**src/rtl/pfd_polarity.sv**
```systemverilog
module pfd_polarity #(
  parameter int OVERLAP   = 2,
  parameter int LOCK_RUNS = 8,
  parameter int LOCK_TOL  = 1,
  parameter int GAP_BITS  = 8
) (
  input  logic clk,
  input  logic rst_n,
  input  logic ref_in,
  input  logic fb_in,
  input  logic invert,
  output logic pump_up,
  output logic pump_dn,
  output logic locked
);
  localparam int OVW  = $clog2(OVERLAP + 1);
  localparam int RUNW = $clog2(LOCK_RUNS + 1);
  localparam logic [GAP_BITS-1:0] GAP_MAX = '1;

  logic ref_q, fb_q;
  logic lead_st, lag_st;
  logic [OVW-1:0] ov_cnt;
  logic [GAP_BITS-1:0] gap_cnt;
  logic [RUNW-1:0] runs;

  always_ff @(posedge clk) begin
    ref_q <= ref_in;
    fb_q  <= fb_in;
  end

  wire ref_rise = ref_in & ~ref_q;
  wire fb_rise  = fb_in & ~fb_q;
  wire both     = lead_st & lag_st;
  wire clr      = both && (ov_cnt == OVW'(OVERLAP - 1));
  wire good     = gap_cnt <= GAP_BITS'(LOCK_TOL);

  always_ff @(posedge clk) begin
    if (!rst_n) begin
      lead_st <= 1'b0;
      lag_st  <= 1'b0;
      ov_cnt  <= '0;
      gap_cnt <= '0;
      runs    <= '0;
    end else begin
      lead_st <= (lead_st & ~clr) | ref_rise;
      lag_st  <= (lag_st & ~clr) | fb_rise;
      ov_cnt  <= (both && !clr) ? ov_cnt + 1'b1 : '0;
      if (clr)
        gap_cnt <= '0;
      else if ((lead_st ^ lag_st) && gap_cnt != GAP_MAX)
        gap_cnt <= gap_cnt + 1'b1;
      if (clr)
        runs <= !good ? '0 : (runs == RUNW'(LOCK_RUNS)) ? runs : runs + 1'b1;
    end
  end

  assign pump_up = invert ? lag_st : lead_st;
  assign pump_dn = invert ? lead_st : lag_st;
  assign locked  = runs == RUNW'(LOCK_RUNS);
endmodule


```
**config.mk**
```make
export PLATFORM = sky130hd
export DESIGN_NAME = pfd_polarity
export DESIGN_NICKNAME = d
export VERILOG_FILES = /design/src/rtl/pfd_polarity.sv
export SDC_FILE = /design/constraint.sdc
export NUM_CORES = 1
export LEC_CHECK = 0
export ABC_AREA = 1
export BUFFER_PORTS_ARGS = -buffer_cell sky130_fd_sc_hd__buf_4
export CAP_MARGIN = 0
export CORE_MARGIN = 2
export CORE_UTILIZATION = 35
export DETAILED_ROUTE_END_ITERATION = 6
export SETUP_SLACK_MARGIN = 0.1
export SYNTH_ARGS = -nofsm -noshare
export SYNTH_HDL_FRONTEND = slang
export SYNTH_SLANG_ARGS = --single-unit
```
**constraint.sdc**
```tcl
create_clock -name clk -period 1.6 [get_ports clk]
set_clock_uncertainty 0.1 [all_clocks]
set_input_delay 0.32 -clock clk [delete_from_list [all_inputs] [get_ports clk]]
set_output_delay 0.32 -clock clk [all_outputs]
set_load 0.02 [all_outputs]
```
# Yosys cells after proc, flatten, opt, wreduce, memory -nomap -nowiden
# Cells that the tools add are included.
[totals]
ff_bits = 18
elab_cells = 38
[op_classes]
add_sub_neg = 3
magnitude_cmp = 1
n_eq_ne = 4
muxes = 4
bitwise_logic = 12
n_reduce_logical = 7
[ops]
columns = ["op", "n"]
rows = [
  ["8-bit by 1-bit adder with 8-bit output (second input constant)", 1],
  ["8-bit by 1-bit less-or-equal comparator with 1-bit output (second input constant)", 1],
  ["4-bit two-way mux", 2],
  ["8-bit != test (second input constant)", 1],
  ["1-bit bitwise AND", 5],
  ["4-bit by 1-bit adder with 4-bit output (second input constant)", 1],
  ["4-bit == test (second input constant)", 1],
  ["1-bit inverter", 4],
  ["2-bit AND reduction", 2],
  ["1-bit logical AND", 3],
  ["2-bit by 1-bit adder with 2-bit output (second input constant)", 1],
  ["2-bit by 1-bit == test with 1-bit output (second input constant)", 1],
  ["1-bit two-way mux", 2],
  ["2-bit != test (second input constant)", 1],
  ["1-bit OR", 2],
  ["2-bit OR reduction", 1],
  ["1-bit logical NOT", 1],
  ["1-bit bitwise XOR", 1],
]

# Longest topological paths before layout
# Gate-level depths: netlist of the first run.
[logic_depth]
ltp_word = 5
mapped_depth = 10
mapped_depth_nobuf = 10

# Least setup slack after synthesis of the first run
# No wires, ideal clock.
[synth_path]
kind = "register to register"
startpoint = "reg runs[0]"
endpoint = "reg runs[3]"
arrival_ns = 1.319
setup_slack_ns = 0.110
path_stages_with_launch = 9
path_buffers = 0
period_less_slack_ns = 1.490
path_cell_list = "dfxtp_1 inv_1 ha_1 nand2_1 nor2_1 nand3_1 nand2_1 nand2_1 a21oi_1"
[synth_between]
elab_chain_cells = 3
elab_cells_between_ends = 6
cone_classes = "1 x add/sub; 2 x eq/ne; 2 x mux; 1 x reduce/logical"
[synth_rtl]
columns = ["element", "line_no", "text"]
rows = [
  ["start, declared", "24", "logic [RUNW-1:0] runs;"],
  ["start signal, assigned", "53", "runs <= !good ? '0 : (runs == RUNW'(LOCK_RUNS)) ? runs : runs + 1'b1;"],
  ["4-bit == test", "n/a", ""],
  ["named net locked", "14", "output logic locked"],
  ["2-bit != test (no line)", "n/a", ""],
  ["2-bit AND reduction (no line)", "n/a", ""],
]
# The timed path passes the listed nets, and every way through them passes these cells. The select of a mux whose other input is x is not followed.
# A chain may end at the register's enable or synchronous reset.

# Worst setup path in the final report of the first run
[layout_path]
startpoint = "reg runs[0]"
endpoint = "out locked"
[layout_between]
elab_chain_cells = 1
[layout_rtl]
columns = ["element", "line_no", "text"]
rows = [
  ["4-bit == test", "59", "assign locked = runs == RUNW'(LOCK_RUNS);"],
  ["end, declared", "14", ""],
]
# Every way passes these cells.

==> impl_results.md, run 1 <==
* Starting Density at 36.2%
* Root Driver: clkbuf_4
* Share of the synthesized area in the top cell type at 36.7%
* DR vias/cell at 4.73
* FF/Latch Area at 368 µm²
* DIE AREA at 0.00324 mm²
* IR drop worst, VDD at 820 µV
* Reg2Reg Setup Slack at 0.14 ns
* Max Cap Viol at 0
* Via total after detailed routing at 894
* Num CTS Buffers at 3
* Largest net degree at the start of global routing at 11
* Drt drc at 0
* Clock Path Buffers at 2
* IO Pins at 8
* Relative slew slack at 83.5%
* Nets at 171
* Critical Path RT at 1.18 ns
* Mapped Area at 981 µm²
* Crit path max fanout at 2
* Tcrit/Tclk final at 95.6%
* GRT Total Usage at 13.1%
* Routability Congestion at 0.834
* Slew Viols, Final at 0
* Clock network fraction of total power at 31.2%
* Die W at 56.9 µm
* Vias in the first global route at 801
* Crit-path cells: inv_2 -> ha_4 -> nand2_2 -> nor2_4 -> buf_6
* Antenna violations before repair at 0
* CP max-delay cell: dfxtp_2
* Leak pwr at 0.525 nW
* Htree depth at 1
* Critical Path Source Type: register
* Placed cell areas at 0.00109 mm²
* Gate power share at 15.7%
* Commonest non-fill, non-tap cell in the layout: nand2_1
* Clock latency on the worst-skew pair at 0.29 ns
* Routed len/inst at 10.4 µm
* Net Count, Synth at 152
* Crit Path Class: reg -> out
* Power Density at 745 mW/mm²
* Final WL at 1.97 mm
* RSZ-0062 raised after global routing: true
* FILL cells at 291
* Total Neg Setup Slack at 0 ns
* Min Tclk post-route at 1.53 ns
* Post-Syn Instances at 140
* Top cells by area, synth: dfxtp_1, nand2_1, inv_1, ha_1, nor2_1
* Worst Setup End Kind: output pin
* FMAX at 653 MHz
* HPWL after detailed placement at 1.49 mm
* Sequential share of the synthesized area at 36.7%
* Slowest stage delay, CP at 0.34 ns
* CP Buf/Inv Count at 2
* Final setup fails at 0
* Area taken by multi-input logic gates at 566 µm²
* Antenna-violating nets left at 0
* YS warnings at 0
* Core Area at 0.00271 mm²
* Area grow syn2layout at 24.9%
* Total global routing overflow at 0
* Initial DRT Pass Iterations at 4
* Core Util, Final at 45.2%
* Average cell area after synthesis at 7.01 µm²
* First-pass GRT wire length at 3.29 mm
* Cell family with most CP delay: flip-flops
* Final-report hold violation count at 0
* Final Hold Slack at 0.0294 ns
* Clock slew at reported path FFs at 0.10 ns
* Layout cells sized above 1 at 27.2%
* Register bit count reported by yosys at 18
* Worst slew pin tran at 0.247 ns
* DRT iter0 DRCs at 45
* Rows at 19
* Hold crit path type: in -> reg
* Port Buf Inserts at 7
* Sw power at 0.000251 W
* Most frequent cells in the layout: nand2_1, inv_1, buf_4
* Diode count at 0
* Die height at 56.9 µm
* Internal Pwr Total at 0.000661 W
* Share of power burned in registers at 53.0%
* Worst path arrival time at 1.11 ns
* TritonCTS clock tree: done
* CTS sink count at 18
* Leading area contributor after synthesis: dfxtp_1
* Sw Share at 27.5%
* Final Cell Area at 0.00122 mm²
* Hold-fix buffers, CTS at 0
* Status: finished clean
* Synth cell types at 20
## power groups by stage
stage,combinational (W),sequential (W),clock [W]
after floorplan,0.000101,0.000484,0
after global placement,0.000137,0.000486,0
after detailed placement,0.000138,0.000487,0
after CTS,0.000140,0.000477,0.000296
after global routing,0.000166,0.000487,0.000320
final,0.000144,0.000484,0.000285
## Yosys cell counts
master,n
a21oi_1,9
a21oi_2,1
clkinv_1,1
dfxtp_1,18
ha_1,7
inv_1,26
inv_4,1
nand2_1,32
nand2_2,4
nand2_4,1
nand3_1,6
nand4_1,6
nor2_1,14
nor2_2,1
nor2_4,1
nor3_1,1
nor4_1,2
o21ai_0,5
o32ai_1,2
xor2_1,2
## layer usage
metal	global-route usage, %	share of wire [%]	routed length [µm]
met1	16.1	47	921
met2	21.2	49	970
met3	4.99	3.1	61
met4	4.32	0.61	12
met5	0	0	0
## layout make-up
class	count	share of cell area, %
Clock buffer	4	2.96
Multi-Input combinational cell	94	46.2
Timing Repair Buffer	14	8.89
Inverter	28	8.78
Tap cell	31	3.17
Sequential cell	18	30.0
## per-stage QoR
| stage | total power (W) | cells | setup slack, ns |
|---|---|---|---|
| floorplan | 0.000585 | 140 | 0.110 |
| global placement | 0.000623 | 180 | 0.169 |
| detailed placement | 0.000625 | 180 | 0.139 |
| CTS | 0.000912 | 189 | 0.0346 |
| global route | 0.000973 | 189 | 0.0106 |
| finish | 0.000912 | 189 | 0.0697 |
## worst register-to-register path: stages (launching register included)
cell,delay (ns)
dfxtp_2,0.35
inv_2,0.05
ha_4,0.15
nand2_2,0.08
nor2_4,0.04
buf_4,0.13
buf_4,0.13
inv_1,0.10
nand4_1,0.11
a21oi_1,0.16
## flip-flops by register name, indices dropped and copies added (netlist names)
name / count
runs: 4
ov_cnt: 2
gap_cnt: 8
lag_st: 1
fb_q: 1
ref_q: 1
lead_st: 1
## path summary, 6_finish.rpt
check | start | end | cells past startpoint
worst max-delay path | runs[0]$_SDFFE_PN0P_ | locked | 5
worst min-delay path | fb_in | fb_q$_DFF_P_ | 1
worst max register to register | runs[0]$_SDFFE_PN0P_ | runs[0]$_SDFFE_PN0P_ | 9
worst min register to register | fb_q$_DFF_P_ | lag_st$_SDFF_PN0_ | 1
## repair_timing
action	in CTS	in global routing
hold endpoints to repair	0	0
setup endpoints to repair	1	16
gates resized for setup	10	14
setup buffers	5	0
pin swaps	2	3
## cells by family after synthesis
family	after synthesis	synth area share (%)
adders and majority gates	7	8.93
DFF	18	36.7
buffers and inverters	28	11.0
AOI/OAI and AO/OA	17	9.82
and+or+nand+nor	68	31.8
xor gates and xnor gates	2	1.79
No activity file was read; power rests on OpenSTA's default activity.
==> run 2: changes to the inputs <==
- MAX_ROUTING_LAYER: default -> met4
==> run 2 against run 1 <==
Net effect:
- sequential power about the same
- maximum frequency about the same
- global-route usage increased by 0.40 points
- hold slack improved by 0.00065 ns
- critical path type unchanged
==> impl_results.md, run 2 (same netlist as run 1, synthesis figures left out) <==
* HPWL after detailed placement at 1.49 mm
* CP Buf/Inv Count at 2
* Met3 Wirelength at 71 µm
* Crit Path Class: reg -> out
* Area grow syn2layout at 24.9%
* Core Area at 0.00271 mm²
* Starting Density at 36.2%
* First-pass GRT wire length at 3.30 mm
* Layout cells sized above 1 at 27.2%
* Leak pwr at 0.525 nW
* Relative slew slack at 83.5%
* Root Driver: clkbuf_4
* Top Layer Used: met4
* Drt drc at 0
* Die W at 56.9 µm
* FMAX at 653 MHz
* Critical Path RT at 1.18 ns
* Diode count at 0
* Power Density at 744 mW/mm²
* Inst Count DP at 180
* Biggest regs: gap_cnt (8), runs (4), ov_cnt (2)
* Max Cap Viol at 0
* DIE AREA at 0.00324 mm²
* Routed len/inst at 10.4 µm
* Worst Setup End Kind: output pin
* Total Neg Setup Slack at 0 ns
* CP max-delay cell: dfxtp_2
* Worst slew pin tran at 0.247 ns
* Clock latency on the worst-skew pair at 0.29 ns
* Most frequent cells in the layout: nand2_1, inv_1, buf_4
* CTS sink count at 18
* Final Hold Slack at 0.0301 ns
* Non-Filler Instances at 189
* Antenna violations before repair at 0
* Via total after detailed routing at 898
* Crit-path cells: inv_2 -> ha_4 -> nand2_2 -> nor2_4 -> buf_6
* Vias in the first global route at 801
* Worst path arrival time at 1.11 ns
* Clock Path Buffers at 2
* Final setup fails at 0
* DRT iter0 DRCs at 44
* Status: finished clean
* Slowest stage delay, CP at 0.34 ns
* Min Tclk post-route at 1.53 ns
* GRT Total Usage at 13.5%
* Crit path max fanout at 2
* Rows at 19
* Routability Congestion at 0.847
* IR drop worst, VDD at 818 µV
* Hold crit path type: in -> reg
* RSZ-0062 raised after global routing: true
* Slew Viols, Final at 0
* Nets at 171
* WL met1 at 908 µm
* IO Pins at 8
* Final-report hold violation count at 0
* Largest net degree at the start of global routing at 11
* Max reg flops at 8
* Met2 WL at 970 µm
* Die height at 56.9 µm
* Clock slew at reported path FFs at 0.10 ns
* Tcrit/Tclk final at 95.7%
* DR vias/cell at 4.75
* Num CTS Buffers at 3
* Hold-fix buffers, CTS at 0
* Biggest register: gap_cnt
* Initial DRT Pass Iterations at 4
* TritonCTS clock tree: done
* Port Buf Inserts at 7
* Final WL at 1.96 mm
* Total global routing overflow at 0
* Cell family with most CP delay: flip-flops
* Antenna-violating nets left at 0
* Critical Path Source Type: register
* Commonest non-fill, non-tap cell in the layout: nand2_1
* FILL cells at 291
* Htree depth at 1
-- run 2: cell counts in the layout (fill, tap and decap cells not counted) --
Identical to the previous run, type by type.
-- run 2: layer usage --
metal	GRT usage [%]	up-vias
met4	4.32	0
met5	-	-
met3	4.99	2
li1	-	480
met2	21.2	13
met1	16.1	403
-- run 2: layout make-up --
class                   count  area, µm²  share of cell area, %
inverters                  28        108                   8.78
multi-input cells          94        566                   46.2
well taps                  31       38.8                   3.17
flip-flops and latches     18        368                   30.0
clock buffers               4       36.3                   2.96
repair buffers             14        109                   8.89
-- run 2: path summary, 6_finish.rpt --
check / from / slack (ns) / depth (start not counted) / endpoint
worst max-delay path: runs[0]$_SDFFE_PN0P_ / 0.07 / 5 / locked
worst min-delay path: fb_in / 0.03 / 1 / fb_q$_DFF_P_
worst max register to register: runs[0]$_SDFFE_PN0P_ / 0.14 / 9 / runs[0]$_SDFFE_PN0P_
worst min register to register: fb_q$_DFF_P_ / 0.34 / 1 / lag_st$_SDFF_PN0_
-- run 2: timing repair --
action / 4_1_cts / 5_1_grt
gates resized for setup: 10 / 14
setup buffers: 5 / 0
pin swaps: 2 / 3
setup endpoints to repair: 1 / 16
-- run 2: metrics by stage --
stage,total power (W),utilization [%],worst slack (ns),instance area (µm²)
6_report,0.000911,45.2,0.0694,1220
5_1_grt,0.000973,45.2,0.0106,1220
4_1_cts,0.000912,43.9,0.0346,1190
3_5_place_dp,0.000625,40.1,0.139,1090
3_3_place_gp,0.000623,40.1,0.169,1090
2_1_floorplan,0.000585,-,0.110,981
-- run 2: report_power, final --
part / leakage, nW / switching (W) / internal, W
Sequential: 0.149 / 0.0000166 / 0.000467
Clock: 0.0210 / 0.000145 / 0.000139
Combinational: 0.355 / 0.0000883 / 0.0000551
Total: 0.525 / 0.000250 / 0.000661
==> run 3: changes to the inputs <==
==> constraint.sdc (replaced) <==
create_clock -name clk -period 1.6 [get_ports clk]
set_clock_uncertainty 0.1 [all_clocks]
set_input_delay 0 -clock clk [delete_from_list [all_inputs] [get_ports clk]]
set_output_delay 0 -clock clk [all_outputs]
set_load 0.02 [all_outputs]
==> run 3 against run 2 <==
Net effect:
- sequential share of layout area grew 1.2 points
- clock power shrank 22%
- critical path type is now reg -> reg
- largest cell class unchanged
- maximum frequency grew 8.1%
- register-to-register slack gained 0.04 ns
- routed wire length shrank 5.1%
- combinational power grew 7%
==> impl_results.md, run 3 (same netlist as run 1, synthesis figures left out) <==
* Crit Path Class: reg -> reg
* Clock latency on the worst-skew pair at 0.29 ns
* Relative slew slack at 79.1%
* Starting Density at 36.2%
* Clock Path Buffers at 2
* Worst path arrival time at 1.50 ns
* Crit-path cells: ha_2 -> nand2_2 -> nor2_4 -> nand2_2 -> nand2_4 -> inv_4 -> nand2_2 -> nand2_1 -> nand2_1 -> nor2_1
* Most used cell, CP: nand2_2
* Rows at 19
* Max Cap Viol at 0
* Total global routing overflow at 0
* Num CTS Buffers at 3
* Max reg flops at 8
* Port Buf Inserts at 7
* IR drop worst, VDD at 787 µV
* Internal Pwr Total at 0.000614 W
* Critical Path RT at 1.69 ns
* Final setup fails at 0
* Final Cell Area at 0.00116 mm²
* Die W at 56.9 µm
* Layout cells sized above 1 at 18.8%
* Vias in the first global route at 774
* Initial DRT Pass Iterations at 4
* Setup WS pre-CTS at 0.142 ns
* Power Density at 734 mW/mm²
* Drt drc at 0
* Gate power share at 17.9%
* Cell family with most CP delay: simple AND/OR/NAND/NOR gates
* Hold crit path type: in -> out
* Critical Path Source Type: register
* FMAX at 706 MHz
* Worst Setup End Kind: register
* Share of power burned in registers at 56.2%
* Via total after detailed routing at 848
* Final WL at 1.86 mm
* CP max-delay cell: dfxtp_2
* Non-Filler Instances at 185
* DR vias/cell at 4.58
* CTS sink count at 18
* Inst Count DP at 179
* Diode count at 0
* Reg2Reg Setup Slack at 0.18 ns
* Area grow syn2layout at 18.5%
* Slew Viols, Final at 0
* IO Pins at 8
* Largest net degree at the start of global routing at 10
* Antenna-violating nets left at 0
* Htree depth at 1
* HPWL after detailed placement at 1.41 mm
* Core Area at 0.00271 mm²
* Sw Share at 28.0%
* Final-report hold violation count at 0
* Most frequent cells in the layout: nand2_1, inv_1, dfxtp_1
* TritonCTS clock tree: done
* Routed len/inst at 10.1 µm
* RSZ-0062 raised after global routing: true
* DRT iter0 DRCs at 38
* Worst slew pin tran at 0.312 ns
* Routability Congestion at 0.816
* Nets at 168
* First-pass GRT wire length at 3.33 mm
* Commonest non-fill, non-tap cell in the layout: nand2_1
* Die height at 56.9 µm
* Fin worst setup slack at 0.184 ns
* Leak pwr at 0.492 nW
* Antenna violations before repair at 0
* Biggest register: gap_cnt
* Min Tclk post-route at 1.42 ns
* Crit path max fanout at 8
* Tcrit/Tclk final at 88.5%
* Placed cell areas at 0.00108 mm²
* Clock slew at reported path FFs at 0.10 ns
* Clock network fraction of total power at 25.9%
* Biggest regs: gap_cnt (8), runs (4), ov_cnt (2)
* Slowest stage delay, CP at 0.37 ns
* Sw power at 0.000239 W
* Root Driver: clkbuf_4
* DIE AREA at 0.00324 mm²
* GRT Total Usage at 13.3%
* CP Buf/Inv Count at 1
* Total Neg Setup Slack at 0 ns
* Final Hold Slack at 0.218 ns
* Status: finished clean
* FILL cells at 297
-- run 3: cell types whose count changed in the layout (fill, tap and decap cells not counted), moves of 2 or more --
cell,previous run,this run
ha_4,2,0
dfxtp_1,12,16
o21ai_0,3,5
buf_4,13,8
dlygate4sd3_1,0,3
o21ai_1,2,0
dfxtp_2,6,2
-- run 3: final timing paths --
kind | to | start | cells past startpoint
hold reg to reg | lag_st$_SDFF_PN0_ | fb_q$_DFF_P_ | 1
hold / removal | pump_up | invert | 3
setup reg to reg | gap_cnt[6]$_SDFFE_PP0P_ | gap_cnt[0]$_SDFFE_PP0P_ | 10
setup / recovery | gap_cnt[6]$_SDFFE_PP0P_ | gap_cnt[0]$_SDFFE_PP0P_ | 10
-- run 3: per-layer routing --
layer  wire (µm)  vias to the layer above  track usage (%)
li1            -                      472                -
met1         926                      370             17.3
met2         885                        4             20.7
met3          42                        2             4.08
met4           8                        0             2.66
met5           0                        -                -
-- run 3: power by group through the flow --
stage	Clock, W	Sequential, W	Combinational [W]
floorplan	0	0.000484	0.000101
global placement	0	0.000486	0.000135
detailed placement	0	0.000487	0.000137
CTS	0.000230	0.000477	0.000144
global route	0.000246	0.000483	0.000175
finish	0.000221	0.000480	0.000153
-- run 3: through the flow --
stage          util [%]  power, W
2_1_floorplan         -  0.000585
3_3_place_gp       39.8  0.000621
3_5_place_dp       39.8  0.000624
4_1_cts            41.8  0.000851
5_1_grt            42.9  0.000904
6_report           42.9  0.000853
-- run 3: timing repair --
item	4_1_cts	5_1_grt
setup buffers	0	0
hold endpoints to repair	10	0
resized for setup	0	12
endpoints found under the setup margin	0	13
hold buffers	3	0
-- run 3: worst min-delay path, stage by stage --
cell,delay (ns)
buf_4,0.09
o21ai_0,0.07
buf_4,0.15
-- run 3: area by class of cell --
class                           instances  area, µm²  share of cell area (%)
Tap cell                               31       38.8                    3.34
Sequential cell                        18        363                    31.2
Multi-Input combinational cell         94        541                    46.5
Clock buffer                            3       22.5                    1.94
Inverter                               28        108                    9.26
Timing Repair Buffer                   11       90.1                    7.75
